## src/rtl/adc_scan_ctrl.sv

```systemverilog
module adc_scan_ctrl #(
  parameter int RES_W = 10
) (
  input  logic             clk,
  input  logic             rst_n,
  input  logic             reg_wr,
  input  logic             reg_rd,
  input  logic [4:0]       reg_addr,
  input  logic [31:0]      reg_wdata,
  output logic [31:0]      reg_rdata,
  input  logic [7:0]       hw_trig,
  output logic             conv_req,
  output logic [2:0]       conv_chan,
  input  logic             conv_ack,
  input  logic [RES_W-1:0] conv_result,
  output logic             irq
);
  localparam int NCH = 8;
  localparam int CW = $clog2(NCH);
  localparam logic [31:0] MODE_KEEP = 32'h0F7F_3F3F;
  localparam logic [4:0] A_CTRL = 5'd0, A_MODE = 5'd1, A_CHSET = 5'd2, A_CHCLR = 5'd3,
                         A_CHST = 5'd4, A_STAT = 5'd5, A_LAST = 5'd6, A_IESET = 5'd7,
                         A_IECLR = 5'd8, A_IEMASK = 5'd9;

  typedef enum logic [1:0] {S_IDLE, S_WAKE, S_SAMPLE, S_CONV} st_t;

  logic [31:0] mode_q;
  logic [NCH-1:0] chen_q, eoc_q, ovr_q, trig_q;
  logic [NCH-1:0] eoc_n, ovr_n;
  logic drdy_q, drdy_n, awake_q;
  logic [19:0] ie_q;
  logic [RES_W-1:0] data_q [NCH];
  logic [RES_W-1:0] last_q;
  st_t st_q, after_wake;
  logic [CW-1:0] ch_q;
  logic [7:0] div_q;
  logic [9:0] tk_q;

  function automatic logic [CW:0] next_en(input logic [NCH-1:0] en, input int from);
    logic [CW:0] r;
    r = '0;
    for (int i = NCH-1; i >= 0; i--)
      if (i >= from && en[i]) r = {1'b1, CW'(i)};
    return r;
  endfunction

  wire [5:0] presc   = mode_q[13:8];
  wire [6:0] wake_f  = mode_q[22:16];
  wire [3:0] sh      = mode_q[27:24];
  wire       lowres  = mode_q[4];
  wire       sleep   = mode_q[5];
  wire       trg_en  = mode_q[0];
  wire [2:0] trg_sel = mode_q[3:1];

  wire wr_ctrl  = reg_wr && reg_addr == A_CTRL;
  wire sw_rst   = wr_ctrl && reg_wdata[0];
  wire hw_go    = trg_en && hw_trig[trg_sel] && !trig_q[trg_sel];
  wire [CW:0] first = next_en(chen_q, 0);
  wire [CW:0] nxt   = next_en(chen_q, int'(ch_q) + 1);
  wire go       = ((wr_ctrl && reg_wdata[1]) || hw_go) && st_q == S_IDLE && first[CW];
  wire [7:0] div_last  = {1'b0, presc, 1'b1};
  wire [9:0] wake_last = {wake_f, 3'b111};
  wire tick      = div_q == div_last;
  wire conv_done = st_q == S_CONV && conv_ack;
  wire [RES_W-1:0] res_fmt = lowres ? (conv_result >> (RES_W - 8)) : conv_result;
  wire [31:0] status = {15'b0, drdy_q, ovr_q, eoc_q};

  assign after_wake = (sh == 4'd0) ? S_CONV : S_SAMPLE;
  assign conv_req   = st_q == S_CONV;
  assign conv_chan  = ch_q;
  assign irq        = |(status[19:0] & ie_q);

  always_ff @(posedge clk) begin
    if (!rst_n || sw_rst) begin
      st_q <= S_IDLE; ch_q <= '0; awake_q <= 1'b0;
      div_q <= '0; tk_q <= '0; trig_q <= '0;
    end else begin
      trig_q <= hw_trig;
      div_q <= tick ? '0 : div_q + 8'd1;
      case (st_q)
        S_IDLE: if (go) begin
          ch_q <= first[CW-1:0];
          st_q <= awake_q ? after_wake : S_WAKE;
          div_q <= '0; tk_q <= '0;
        end
        S_WAKE: if (tick) begin
          if (tk_q == wake_last) begin
            st_q <= after_wake; awake_q <= 1'b1; tk_q <= '0; div_q <= '0;
          end else tk_q <= tk_q + 10'd1;
        end
        S_SAMPLE: if (tick) begin
          if (tk_q == {6'b0, sh - 4'd1}) begin
            st_q <= S_CONV; tk_q <= '0; div_q <= '0;
          end else tk_q <= tk_q + 10'd1;
        end
        S_CONV: if (conv_ack) begin
          div_q <= '0; tk_q <= '0;
          if (nxt[CW]) begin
            ch_q <= nxt[CW-1:0]; st_q <= after_wake;
          end else begin
            st_q <= S_IDLE;
            if (sleep) awake_q <= 1'b0;
          end
        end
        default: st_q <= S_IDLE;
      endcase
    end
  end

  always_comb begin
    eoc_n = eoc_q; ovr_n = ovr_q; drdy_n = drdy_q;
    if (reg_rd && reg_addr[4:3] == 2'b10) eoc_n[reg_addr[2:0]] = 1'b0;
    if (reg_rd && reg_addr == A_STAT) ovr_n = '0;
    if (reg_rd && reg_addr == A_LAST) drdy_n = 1'b0;
    if (conv_done) begin
      if (eoc_n[ch_q]) ovr_n[ch_q] = 1'b1;
      eoc_n[ch_q] = 1'b1;
      drdy_n = 1'b1;
    end
  end

  always_ff @(posedge clk) begin
    if (!rst_n || sw_rst) begin
      mode_q <= '0; chen_q <= '0; ie_q <= '0;
      eoc_q <= '0; ovr_q <= '0; drdy_q <= 1'b0; last_q <= '0;
      for (int i = 0; i < NCH; i++) data_q[i] <= '0;
    end else begin
      eoc_q <= eoc_n; ovr_q <= ovr_n; drdy_q <= drdy_n;
      if (conv_done) begin
        data_q[ch_q] <= res_fmt;
        last_q <= res_fmt;
      end
      if (reg_wr)
        case (reg_addr)
          A_MODE:  mode_q <= reg_wdata & MODE_KEEP;
          A_CHSET: chen_q <= chen_q | reg_wdata[7:0];
          A_CHCLR: chen_q <= chen_q & ~reg_wdata[7:0];
          A_IESET: ie_q <= ie_q | reg_wdata[19:0];
          A_IECLR: ie_q <= ie_q & ~reg_wdata[19:0];
          default: ;
        endcase
    end
  end

  always_comb begin
    reg_rdata = '0;
    case (reg_addr)
      A_MODE:   reg_rdata = mode_q;
      A_CHST:   reg_rdata = {24'b0, chen_q};
      A_STAT:   reg_rdata = status;
      A_LAST:   reg_rdata = 32'(last_q);
      A_IEMASK: reg_rdata = {12'b0, ie_q};
      default:  if (reg_addr[4:3] == 2'b10) reg_rdata = 32'(data_q[reg_addr[2:0]]);
    endcase
  end

  assert_req_hold_R5: assert property (@(posedge clk) disable iff (!rst_n)
    conv_req && !conv_ack && !sw_rst |=> conv_req && $stable(conv_chan));

  assert_ascending_R5: assert property (@(posedge clk) disable iff (!rst_n)
    conv_done && !sw_rst |=> st_q == S_IDLE || ch_q > $past(ch_q));

  assert_result_flags_R9: assert property (@(posedge clk) disable iff (!rst_n)
    conv_done && !sw_rst |=> eoc_q[$past(ch_q)] && drdy_q);

  assert_overrun_R10: assert property (@(posedge clk) disable iff (!rst_n)
    conv_done && eoc_q[ch_q] && !reg_rd && !sw_rst |=> ovr_q[$past(ch_q)]);

  assert_irq_masked_R11: assert property (@(posedge clk) disable iff (!rst_n)
    ie_q == 20'd0 |-> !irq);
endmodule

```

## config.mk

```make
export PLATFORM = sky130hd
export DESIGN_NAME = adc_scan_ctrl
export DESIGN_NICKNAME = d
export VERILOG_FILES = /design/src/rtl/adc_scan_ctrl.sv
export SDC_FILE = /design/constraint.sdc
export NUM_CORES = 1
export LEC_CHECK = 0
export CORE_UTILIZATION = 45
export CTS_CLUSTER_SIZE = 40
export DETAILED_ROUTE_END_ITERATION = 8
export DONT_BUFFER_PORTS = 1
export SETUP_SLACK_MARGIN = 0.15
export SKIP_LAST_GASP = 1
export SLEW_MARGIN = 20
export SYNTH_ARGS = -nofsm -noshare
export SYNTH_HDL_FRONTEND = slang
export SYNTH_SLANG_ARGS = --single-unit
```

## constraint.sdc

```tcl
create_clock -name clk -period 1.8 [get_ports clk]
set_input_delay 0.18 -clock clk [delete_from_list [all_inputs] [get_ports clk]]
set_output_delay 0.18 -clock clk [all_outputs]
set_load 0.05 [all_outputs]
```

Word level (Yosys, flattened, before mapping)
Memory sizes are Yosys's and may differ from the RTL's. Cells that the tools add are included.

Memories kept: 1. Bits in writable memories: 80. Register bits after elaboration: 110. Word-level logic and storage cells: 190. Output and inout bits: 37.

Memories: data_q (words 8, bits a word 10, rd ports 1, clocked after memory_dff 0, write ports 8, RTL line 32) `logic [RES_W-1:0] data_q [NCH];`.

$add $sub $neg: 4. Reduce and logical (&&, ||, !) cells: 42. Multiplexer cells: 81. Equality and inequality tests: 25. $lt $le $gt $ge: 13. Bitwise logic cells: 11.

Operator list (count): $pmux W28 S5 (1); $mux W8 (12); $mux W10 (9); $mux W4 (16); $pmux W10 S4 (1); $pmux W20 S2 (1); $pmux W8 S4 (1); $or A8 B8 Y8 (3); $logic_and A1 B1 Y1 (21); $and A17 B20 Y20 (1); $and A20 B20 Y20 (1); $eq A5 B3 Y1 const B (4); $not A20 Y20 (1); $or A20 B20 Y20 (1); $reduce_or A20 Y1 (1); $mux W1 (19); $and A8 B8 Y8 (2); $ge A3 B4 Y1 const A (4); $mux W2 (8); $not A8 Y8 (2); $pmux W8 S2 (1); $lt A3 B4 Y1 const B (3); $mux W3 (4); $ne A2 B2 Y1 const B (6); 31 further kinds (53).

Depth between registers and ports, before layout
Gate-level depths: netlist of run 1.

Depth in word-level cells: 14. Depth in mapped cells: 9. Gate-level depth less buffers: 8.

Least setup slack after synthesis of run 1
No wires, ideal clock.

Path type: input to output. Start: input reg_addr[1]. End: output reg_rdata[10]. Arrival time: 2346 ps. Stages: 6. Slack: -726 ps. Required time: 1620 ps. Cell sequence: buf_2 > nand2b_1 > or3_1 > clkbuf_1 > clkbuf_1 > o21ai_0.

Word-level cells in the longest chain between the ends: 2.

RTL lines: start, declared (RTL line 8) `input logic [4:0] reg_addr,`; $eq A5 B4 Y1 (tied with other cells) (RTL line 147) `case (reg_addr)`; $pmux W28 S5 * (RTL line 147); end, declared (RTL line 10) `output logic [31:0] reg_rdata,`.

Every way passes the cells marked *; elsewhere a longest branch is shown, timed or not.

Final worst setup path of run 1
Start: memory data_q[3][5]. End: output reg_rdata[5].

Word-level cells in the longest chain between the ends: 3.

RTL lines: start, declared (RTL line 32); $mem_v2 Z8 W10; $mux W10 (RTL line 153) `default: if (reg_addr[4:3] == 2'b10) reg_rdata = 32'(data_q[reg_addr[2:0]]);`; $pmux W28 S5 (RTL line 147).

Every way passes these cells.

==> impl_results.md, run 1 <==
- TritonCTS sink count: 190
- Failing checks: negative setup slack
- Fmax: 492 MHz
- Most common cell after layout, fill and taps aside: nor2_1
- IO Port Bufs: 0
- Core area: 20400 um2
- CTS clk-pin slew, worst paths: 80 ps
- Post-layout min period: 2030 ps
- Largest net degree at the start of global routing: 31
- CP arrival: 1850 ps
- Ys flop type: dfxtp_1
- Cell Area, Synth: 9410 um2
- GP Congestion: 0.848
- Initial antenna violation count: 1
- Final setup viols: 34
- Req. time, crit path: 1620 ps
- Max clock buf depth: 2
- Vias per inst: 5.87
- FF+latch count, synth: 190
- Die Height: 147 um
- RSZ-0062 raised after global routing: true
- DRT Pass-1 Iters: 5
- Starting Density: 46.2%
- IR drop worst, VDD: 0.565 mV
- Synth-to-Final Area Change: 37.1%
- Final HPWL DP: 19.8 mm
- Worst setup margin: -231 ps
- Slew @ Worst Pin: 564 ps
- Worst Setup Start Kind: flop
- Clk_lat worst skew: 450 ps
- Post-synthesis cell type count: 73
- Crit path max fanout: 1
- Cts bufs inserted: 17
- Via count: 8066
- TritonCTS clock tree: done
- Avg WL per Cell: 21.7 um
- Tcrit/Tclk final: 113%
- Pwr Density: 747 nW/um2
- Die X: 147 um
- Iteration-0 DRC Markers: 724
- Most frequent cells in the layout: nor2_1, buf_4, dfxtp_1
- Max-cap violations: 0
- Ports: 97
- Status: finished with violations
- Fraction of registers with async set or reset after synthesis: 0%
- Post-synth EDFFs: 80
- Syn. warnings: 0
- Tot Pwr: 9.63 mW
- Final core occ: 63.3%
- Max-slew headroom: 62.4%
- Max-slew violation count: 0
- Worst clock skew: 16.4 ps
- Residual DRC count: 0
- GR Overflow Total: 0
- Root Driver: clkbuf_16
- Fillers: 1602
- Post-synthesis sequential area ratio: 49.0%
- # H-tree levels: 4
- Nets: 1161
- Final Hold Vio Count: 0
- Synth Instances: 947
- Hold Slack: 47.0 ps
- HP Class: in -> reg
- Global-route wire length before repair: 45.5 mm
- Final ANT Viol Nets: 0
- Fraction of layout cells with a size suffix above 1: 31.8%
- Post-Syn Area per Cell: 9.93 um2
- Die Area: 21500 um2
- Setup crit end kind: output pin
- Vias in the first global route: 7817
- Std-Cell Rows: 52
- CP Class: reg -> out
- Total Routing Usage GR: 28.0%
- Total Wirelength: 29.8 mm
- Leak: 4.77 nW
cells in the mapped netlist, drive strengths merged, types with 12 or more instances:
master,n,area [um2]
nor2,128,483
dfxtp,110,2200
nand2,101,382
edfxtp,80,2400
a21oi,74,370
o21ai,48,244
clkbuf,39,149
mux2i,37,370
buf,35,196
a311oi,33,289
mux4,23,522
nand3,22,110
xor2,17,149
and2,16,100
inv,13,48.8
nor3,13,86.3
nand2b,12,75.1
cells by family (layout without fill, tap and decap cells):
logic type                 Yosys count  in the layout  synth area share, %
AOI/OAI and AO/OA                  225            225                 15.8
xor gates and xnor gates            26             26                 2.42
adders and majority gates           10             10                 1.33
buffers and inverters               87            236                 4.19
DFF                                190            190                 49.0
muxes                               60             60                 9.49
other                                1              6               0.0399
and+or+nand+nor                    348            352                 17.7
layer usage:
metal	global-route usage, %	vias to the layer above	routed length, um
met1	36.1	3945	12300
met5	0	-	0
met3	4.69	46	1880
met2	47.5	298	14900
met4	10.2	0	722
li1	-	3777	-
area by class of cell:
class | instances | area (um2) | area share [%]
Clock inverter | 14 | 155 | 1.20
Tap cell | 270 | 338 | 2.62
Multi-Input combinational cell | 678 | 5360 | 41.5
Sequential cell | 190 | 4640 | 36.0
Timing Repair Buffer | 191 | 1930 | 15.0
Antenna cell | 1 | 2.50 | 0.0194
Inverter | 13 | 48.8 | 0.378
Clock buffer | 18 | 429 | 3.33
metrics by stage:
| stage | TNS [ps] | cell area [um2] | worst slack (ps) | cells |
|---|---|---|---|---|
| after floorplan | -16.8 | 10000 | -16.8 | 951 |
| after global placement | -795 | 11200 | -101 | 1281 |
| after detailed placement | -1280 | 11200 | -129 | 1281 |
| after CTS | -3430 | 12600 | -264 | 1364 |
| after global routing | -5360 | 12900 | -271 | 1375 |
| final | -2870 | 12900 | -231 | 1375 |
final timing paths:
kind | start | to | slack (ps) | cells after the start
setup / recovery | data_q[3][5] | reg_rdata[5] | -230 | 4
hold / removal | rst_n | awake_q | 50 | 2
setup reg to reg | mode_q[24] | div_q[0] | -130 | 9
hold reg to reg | awake_q | awake_q | 490 | 2
where the power goes:
part	total, mW	internal, mW	leakage, nW	switching [mW]
clock network	3.79	1.86	0.283	1.92
logic	1.21	0.537	2.76	0.674
registers	4.63	4.57	1.73	0.0569
critical path, cell delays in order (launching register included):
cell	delay, ps
edfxtp_1	400
mux4_2	500
mux2i_2	220
o21ai_2	120
buf_12	170
repair_timing:
| item | in CTS | in global routing |
|---|---|---|
| setup endpoints to repair | 118 | 124 |
| setup buffers | 8 | 7 |
| gates resized for setup | 63 | 57 |
| pin swaps | 24 | 32 |
| hold buffers | 41 | 0 |
| cloned | 2 | 3 |
| hold endpoints to repair | 61 | 0 |
No activity file was read; power rests on OpenSTA's default activity.
==> run 2: changes to the inputs <==
CORE_MARGIN = 2   (was not set)
CTS_BUF_LIST = sky130_fd_sc_hd__clkbuf_4 sky130_fd_sc_hd__clkbuf_8 sky130_fd_sc_hd__clkbuf_16   (was not set)
==> impl_results.md, run 2 (synthesis gave the netlist of run 1 again) <==
- GP Congestion: 0.878 (was 0.848)
- IO Port Bufs: 0 (unchanged)
- DP Cell Count: 1282 (was 1281)
- HP Class: in -> reg (unchanged)
- Most frequent cells in the layout: buf_4, nor2_1, dfxtp_1 (was nor2_1, buf_4, dfxtp_1)
- Initial antenna violation count: 0 (was 1)
- Total Wirelength: 30.2 mm (was 29.8 mm)
- Post-layout min period: 2010 ps (was 2030 ps)
- Nets: 1175 (was 1161)
- Worst clock skew: 15.4 ps (was 16.4 ps)
- Worst setup margin: -215 ps (was -231 ps)
- Cts bufs inserted: 17 (unchanged)
- CTS clk-pin slew, worst paths: 80 ps (about the same)
- Starting Density: 46.2% (unchanged)
- Iteration-0 DRC Markers: 616 (was 724)
- Max-cap violations: 0 (unchanged)
- Reg2Reg Depth: 9 (unchanged)
- Crit path max fanout: 1 (unchanged)
- Fraction of layout cells with a size suffix above 1: 33.4% (was 31.8%)
- Largest net degree at the start of global routing: 31 (unchanged)
- Tot Pwr: 9.65 mW (was 9.63 mW)
- Buffers and inverters on the worst path: 1 (unchanged)
- Hold EP: eoc_q[4] (was awake_q)
- Tcrit/Tclk final: 112% (was 113%)
- Core area: 20400 um2 (unchanged)
- Die Height: 149 um (was 147 um)
- Final setup viols: 27 (was 34)
- Hold Slack: 71.5 ps (was 47.0 ps)
- Vias in the first global route: 7912 (was 7817)
- Vias per inst: 5.83 (was 5.87)
- Worst path cell trace: mux4_2 -> mux2i_4 -> o21ai_2 -> buf_12 (was mux4_2 -> mux2i_2 -> o21ai_2 -> buf_12)
- RSZ-0062 raised after global routing: true (unchanged)
- DRT Pass-1 Iters: 5 (unchanged)
- Failing checks: negative setup slack (unchanged)
- Avg WL per Cell: 21.7 um (about the same)
- Clk_lat worst skew: 440 ps (was 450 ps)
- Worst flop-to-flop path startpoint: mode_q[24] (unchanged)
- Die X: 149 um (was 147 um)
- CP Class: reg -> out (unchanged)
- End of the worst register-to-register path: tk_q[9] (was div_q[0])
- Largest stage delay, worst path: 520 ps (was 500 ps)
- GR Overflow Total: 0 (unchanged)
- Final Hold Vio Count: 0 (unchanged)
- CP arrival: 1830 ps (was 1850 ps)
- Min-Delay Path Depth: 2 (unchanged)
- Max-slew headroom: 57.1% (was 62.4%)
- DP Worst Slack: -102 ps (was -129 ps)
- Setup crit end kind: output pin (unchanged)
- Global-route wire length before repair: 45.0 mm (was 45.5 mm)
- Final ANT Viol Nets: 0 (unchanged)
- Req. time, crit path: 1620 ps (about the same)
- Status: finished with violations (unchanged)
- Total Routing Usage GR: 27.0% (was 28.0%)
- Fmax: 496 MHz (was 492 MHz)
- Pwr Density: 736 nW/um2 (was 747 nW/um2)
- Ports: 97 (unchanged)
- # H-tree levels: 4 (unchanged)
- Residual DRC count: 0 (unchanged)
- Final HPWL DP: 19.8 mm (about the same)
- Worst reg2reg setup slack: -180 ps (was -130 ps)
- Slew @ Worst Pin: 643 ps (was 564 ps)
- Leak: 4.85 nW (was 4.77 nW)
- Synth-to-Final Area Change: 39.5% (was 37.1%)
- Finished Layout Cells: 1388 (was 1375)
- Dpl cell area: 11300 um2 (was 11200 um2)
- Max clock buf depth: 2 (unchanged)
- Slowest CP cell: mux4_2 (unchanged)
- Most common cell after layout, fill and taps aside: buf_4 (was nor2_1)
- Max-slew violation count: 0 (unchanged)
- IR drop worst, VDD: 0.658 mV (was 0.565 mV)
- Worst Setup Start Kind: flop (unchanged)
- Die Area: 22100 um2 (was 21500 um2)
- Root Driver: clkbuf_16 (unchanged)
- Kind of cell adding the most delay to the critical path: multiplexers (unchanged)
- Post-route cell area: 13100 um2 (was 12900 um2)
- Critical hold path startpoint: reg_addr[1] (was rst_n)
- Via count: 8086 (was 8066)
- TritonCTS sink count: 190 (unchanged)
- Std-Cell Rows: 52 (unchanged)
- TritonCTS clock tree: done (unchanged)
- N_diodes: 0 (was 1)
==> run 2: metal layers <==
metal	share of wire, %	track usage (%)
met2	50	46.3
met1	40	33.8
met4	3.3	10.5
met3	6.3	5.21
met5	0	0
==> run 2: where the power goes <==
group	total (mW)	switching [mW]	leakage, nW	internal, mW
clock network	3.83	1.94	0.287	1.89
logic	1.19	0.663	2.84	0.527
registers	4.63	0.0577	1.73	4.57
==> run 2: how the worst max path moves through the flow <==
stage,start,endpoint,depth (start not counted)
global route,mode_q[24],st_q[1],8
global placement,mode_q[13],tk_q[8],7
detailed placement,mode_q[13],tk_q[8],7
floorplan,conv_chan[1],conv_chan[2],7
CTS,data_q[2][5],reg_rdata[5],4
finish,data_q[6][5],reg_rdata[5],4
==> run 2: final cells by class <==
type	count	area, um2
Clock inverter	15	181
Clock buffer	17	425
Tap cell	270	338
Fill cell	1583	7250
Multi-Input combinational cell	679	5400
Sequential cell	190	4640
Timing Repair Buffer	204	2090
Inverter	13	48.8
==> run 2: timing repair <==
item | 4_1_cts | 5_1_grt
pin swaps | 31 | 43
setup buffers | 11 | 19
gates resized for setup | 72 | 47
endpoints found under the hold margin | 60 | 0
hold buffers | 38 | 0
endpoints found under the setup margin | 114 | 159
cloned | 3 | 3
==> run 2: per-stage QoR <==
stage / util (%) / setup TNS [ps]
final: 64.4 / -3140
after global routing: 64.4 / -5320
after CTS: 62.3 / -2660
after detailed placement: 55.3 / -1230
after global placement: 55.3 / -1080
after floorplan: - / -16.8
==> run 3: changes to the inputs <==
SKIP_LAST_GASP = not set   (was 1)
==> impl_results.md, run 3 (synthesis gave the netlist of run 1 again) <==
- TritonCTS clock tree: done (unchanged)
- RSZ-0062 raised after global routing: true (unchanged)
- Fmax: 499 MHz (was 496 MHz)
- Worst Setup Start Kind: flop (unchanged)
- Net Sw Frac: 27.6% (about the same)
- Initial antenna violation count: 0 (unchanged)
- # H-tree levels: 4 (unchanged)
- CP Class: reg -> out (unchanged)
- Req. time, crit path: 1620 ps (about the same)
- Switching power: 2.66 mW (was 2.67 mW)
- Iteration-0 DRC Markers: 636 (was 616)
- GR Overflow Total: 0 (unchanged)
- Fillers: 1588 (was 1583)
- Flop pwr share: 48.0% (about the same)
- Crit path max fanout: 1 (unchanged)
- Leak: 4.83 nW (was 4.85 nW)
- Hold Slack: 50.5 ps (was 71.5 ps)
- Core area: 20400 um2 (unchanged)
- Worst setup margin: -204 ps (was -215 ps)
- Root Driver: clkbuf_16 (unchanged)
- CTS clk-pin slew, worst paths: 80 ps (about the same)
- Kind of cell adding the most delay to the critical path: multiplexers (unchanged)
- Final HPWL DP: 19.8 mm (unchanged)
- Largest stage delay, worst path: 510 ps (was 520 ps)
- Worst clock skew: 19.0 ps (was 15.4 ps)
- Worst flop-to-flop path startpoint: mode_q[24] (unchanged)
- N_diodes: 0 (unchanged)
- Vias per inst: 5.78 (was 5.83)
- Slew @ Worst Pin: 642 ps (was 643 ps)
- Most frequent cells in the layout: buf_4, nor2_1, dfxtp_1 (unchanged)
- Largest net degree at the start of global routing: 31 (unchanged)
- Die Height: 149 um (unchanged)
- Synth-to-Final Area Change: 38.9% (was 39.5%)
- Std-Cell Rows: 52 (unchanged)
- IR drop worst, VDD: 0.641 mV (was 0.658 mV)
- DRT Pass-1 Iters: 5 (unchanged)
- Total Wirelength: 30.0 mm (was 30.2 mm)
- Fraction of layout cells with a size suffix above 1: 33.5% (was 33.4%)
- Buffers and inverters on the worst path: 1 (unchanged)
- HP Class: in -> reg (unchanged)
- Via count: 8002 (was 8086)
- Die X: 149 um (unchanged)
- Nets: 1172 (was 1175)
- Dpl cell area: 11300 um2 (unchanged)
- GP Congestion: 0.878 (unchanged)
- Global-route wire length before repair: 45.0 mm (about the same)
- Clk pwr share: 39.7% (about the same)
- Failing checks: negative setup slack (unchanged)
- Final ANT Viol Nets: 0 (unchanged)
- IO Port Bufs: 0 (unchanged)
- Final Hold Vio Count: 0 (unchanged)
- Tcrit/Tclk final: 111% (was 112%)
- CP arrival: 1820 ps (was 1830 ps)
- Ports: 97 (unchanged)
- Pwr Density: 738 nW/um2 (was 736 nW/um2)
- Post-layout min period: 2000 ps (was 2010 ps)
- Clk_lat worst skew: 440 ps (about the same)
- Slowest CP cell: mux4_2 (unchanged)
- Final setup viols: 27 (unchanged)
- Setup crit end kind: output pin (unchanged)
- Vias in the first global route: 7901 (was 7912)
- TritonCTS sink count: 190 (unchanged)
- Max clock buf depth: 2 (unchanged)
- Max-slew violation count: 0 (unchanged)
- Crit. Startpoint: data_q[6][5] (unchanged)
- Post-route cell area: 13100 um2 (about the same)
- Residual DRC count: 0 (unchanged)
- TNS Setup: -3150 ps (was -3140 ps)
- Final core occ: 64.2% (was 64.4%)
- Combinational share of power: 12.3% (about the same)
- Internal: 6.98 mW (about the same)
- Die Area: 22100 um2 (unchanged)
- Avg WL per Cell: 21.6 um (was 21.7 um)
- Worst path cell trace: mux4_2 -> mux2i_4 -> o21ai_2 -> buf_12 (unchanged)
- Critical hold path startpoint: reg_addr[0] (was reg_addr[1])
- Max-slew headroom: 57.2% (was 57.1%)
- Max-cap violations: 0 (unchanged)
- Total Routing Usage GR: 27.0% (about the same)
- Most common cell after layout, fill and taps aside: buf_4 (unchanged)
- Starting Density: 46.2% (unchanged)
- Status: finished with violations (unchanged)
- Cts bufs inserted: 17 (unchanged)
-- run 3: metrics by stage --
step,cells,total power [mW],worst slack [ps]
2_1_floorplan,951,5.40,-16.8
3_3_place_gp,1282,5.62,-106
3_5_place_dp,1282,5.63,-102
4_1_cts,1366,9.60,-210
5_1_grt,1385,9.91,-309
6_report,1385,9.64,-204
-- run 3: worst register-to-register path: cells and delay by family (launching register included) --
| family | cells | cell delay (ps) |
|---|---|---|
| fa+ha+maj | 1 | 280 |
| xor+xnor | 1 | 120 |
| buf+inv | 2 | 220 |
| simple gates | 2 | 290 |
| compound gates | 3 | 620 |
| flops | 1 | 340 |
-- run 3: worst paths after layout --
path                       end  slack [ps]  cells after the start
setup / recovery  reg_rdata[5]        -200                      4
hold / removal        eoc_q[4]          50                      2
setup reg to reg       tk_q[9]        -180                      9
hold reg to reg       ovr_q[6]         480                      2
-- run 3: per-layer routing --
layer | vias up | GRT usage (%) | share of wire, %
li1 | 3800 | - | -
met2 | 287 | 46.4 | 50
met4 | 0 | 10.5 | 3.1
met5 | - | 0 | 0
met3 | 55 | 5.21 | 5.9
met1 | 3860 | 33.7 | 41
-- run 3: cell type report --
cell class	count	area [um2]	area share, %
Multi-Input combinational cell	678	5360	41.0
Sequential cell	190	4640	35.5
Timing Repair Buffer	202	2070	15.9
Clock buffer	17	425	3.26
Tap cell	270	338	2.59
Clock inverter	15	181	1.39
Inverter	13	48.8	0.373
-- run 3: repair_timing --
| action | CTS | global route |
|---|---|---|
| hold buffers | 38 | 0 |
| setup endpoints to repair | 114 | 164 |
| gates resized for setup | 81 | 39 |
| pin swaps | 37 | 39 |
| setup buffers | 11 | 17 |
| hold endpoints to repair | 60 | 0 |
| cloned | 3 | 2 |
-- run 3: power groups by stage --
stage,Sequential [mW],Combinational [mW],Clock [mW]
4_1_cts,4.63,1.11,3.86
2_1_floorplan,4.72,0.681,0
6_report,4.63,1.18,3.83
3_5_place_dp,4.73,0.899,0
5_1_grt,4.64,1.26,4.01
3_3_place_gp,4.73,0.892,0
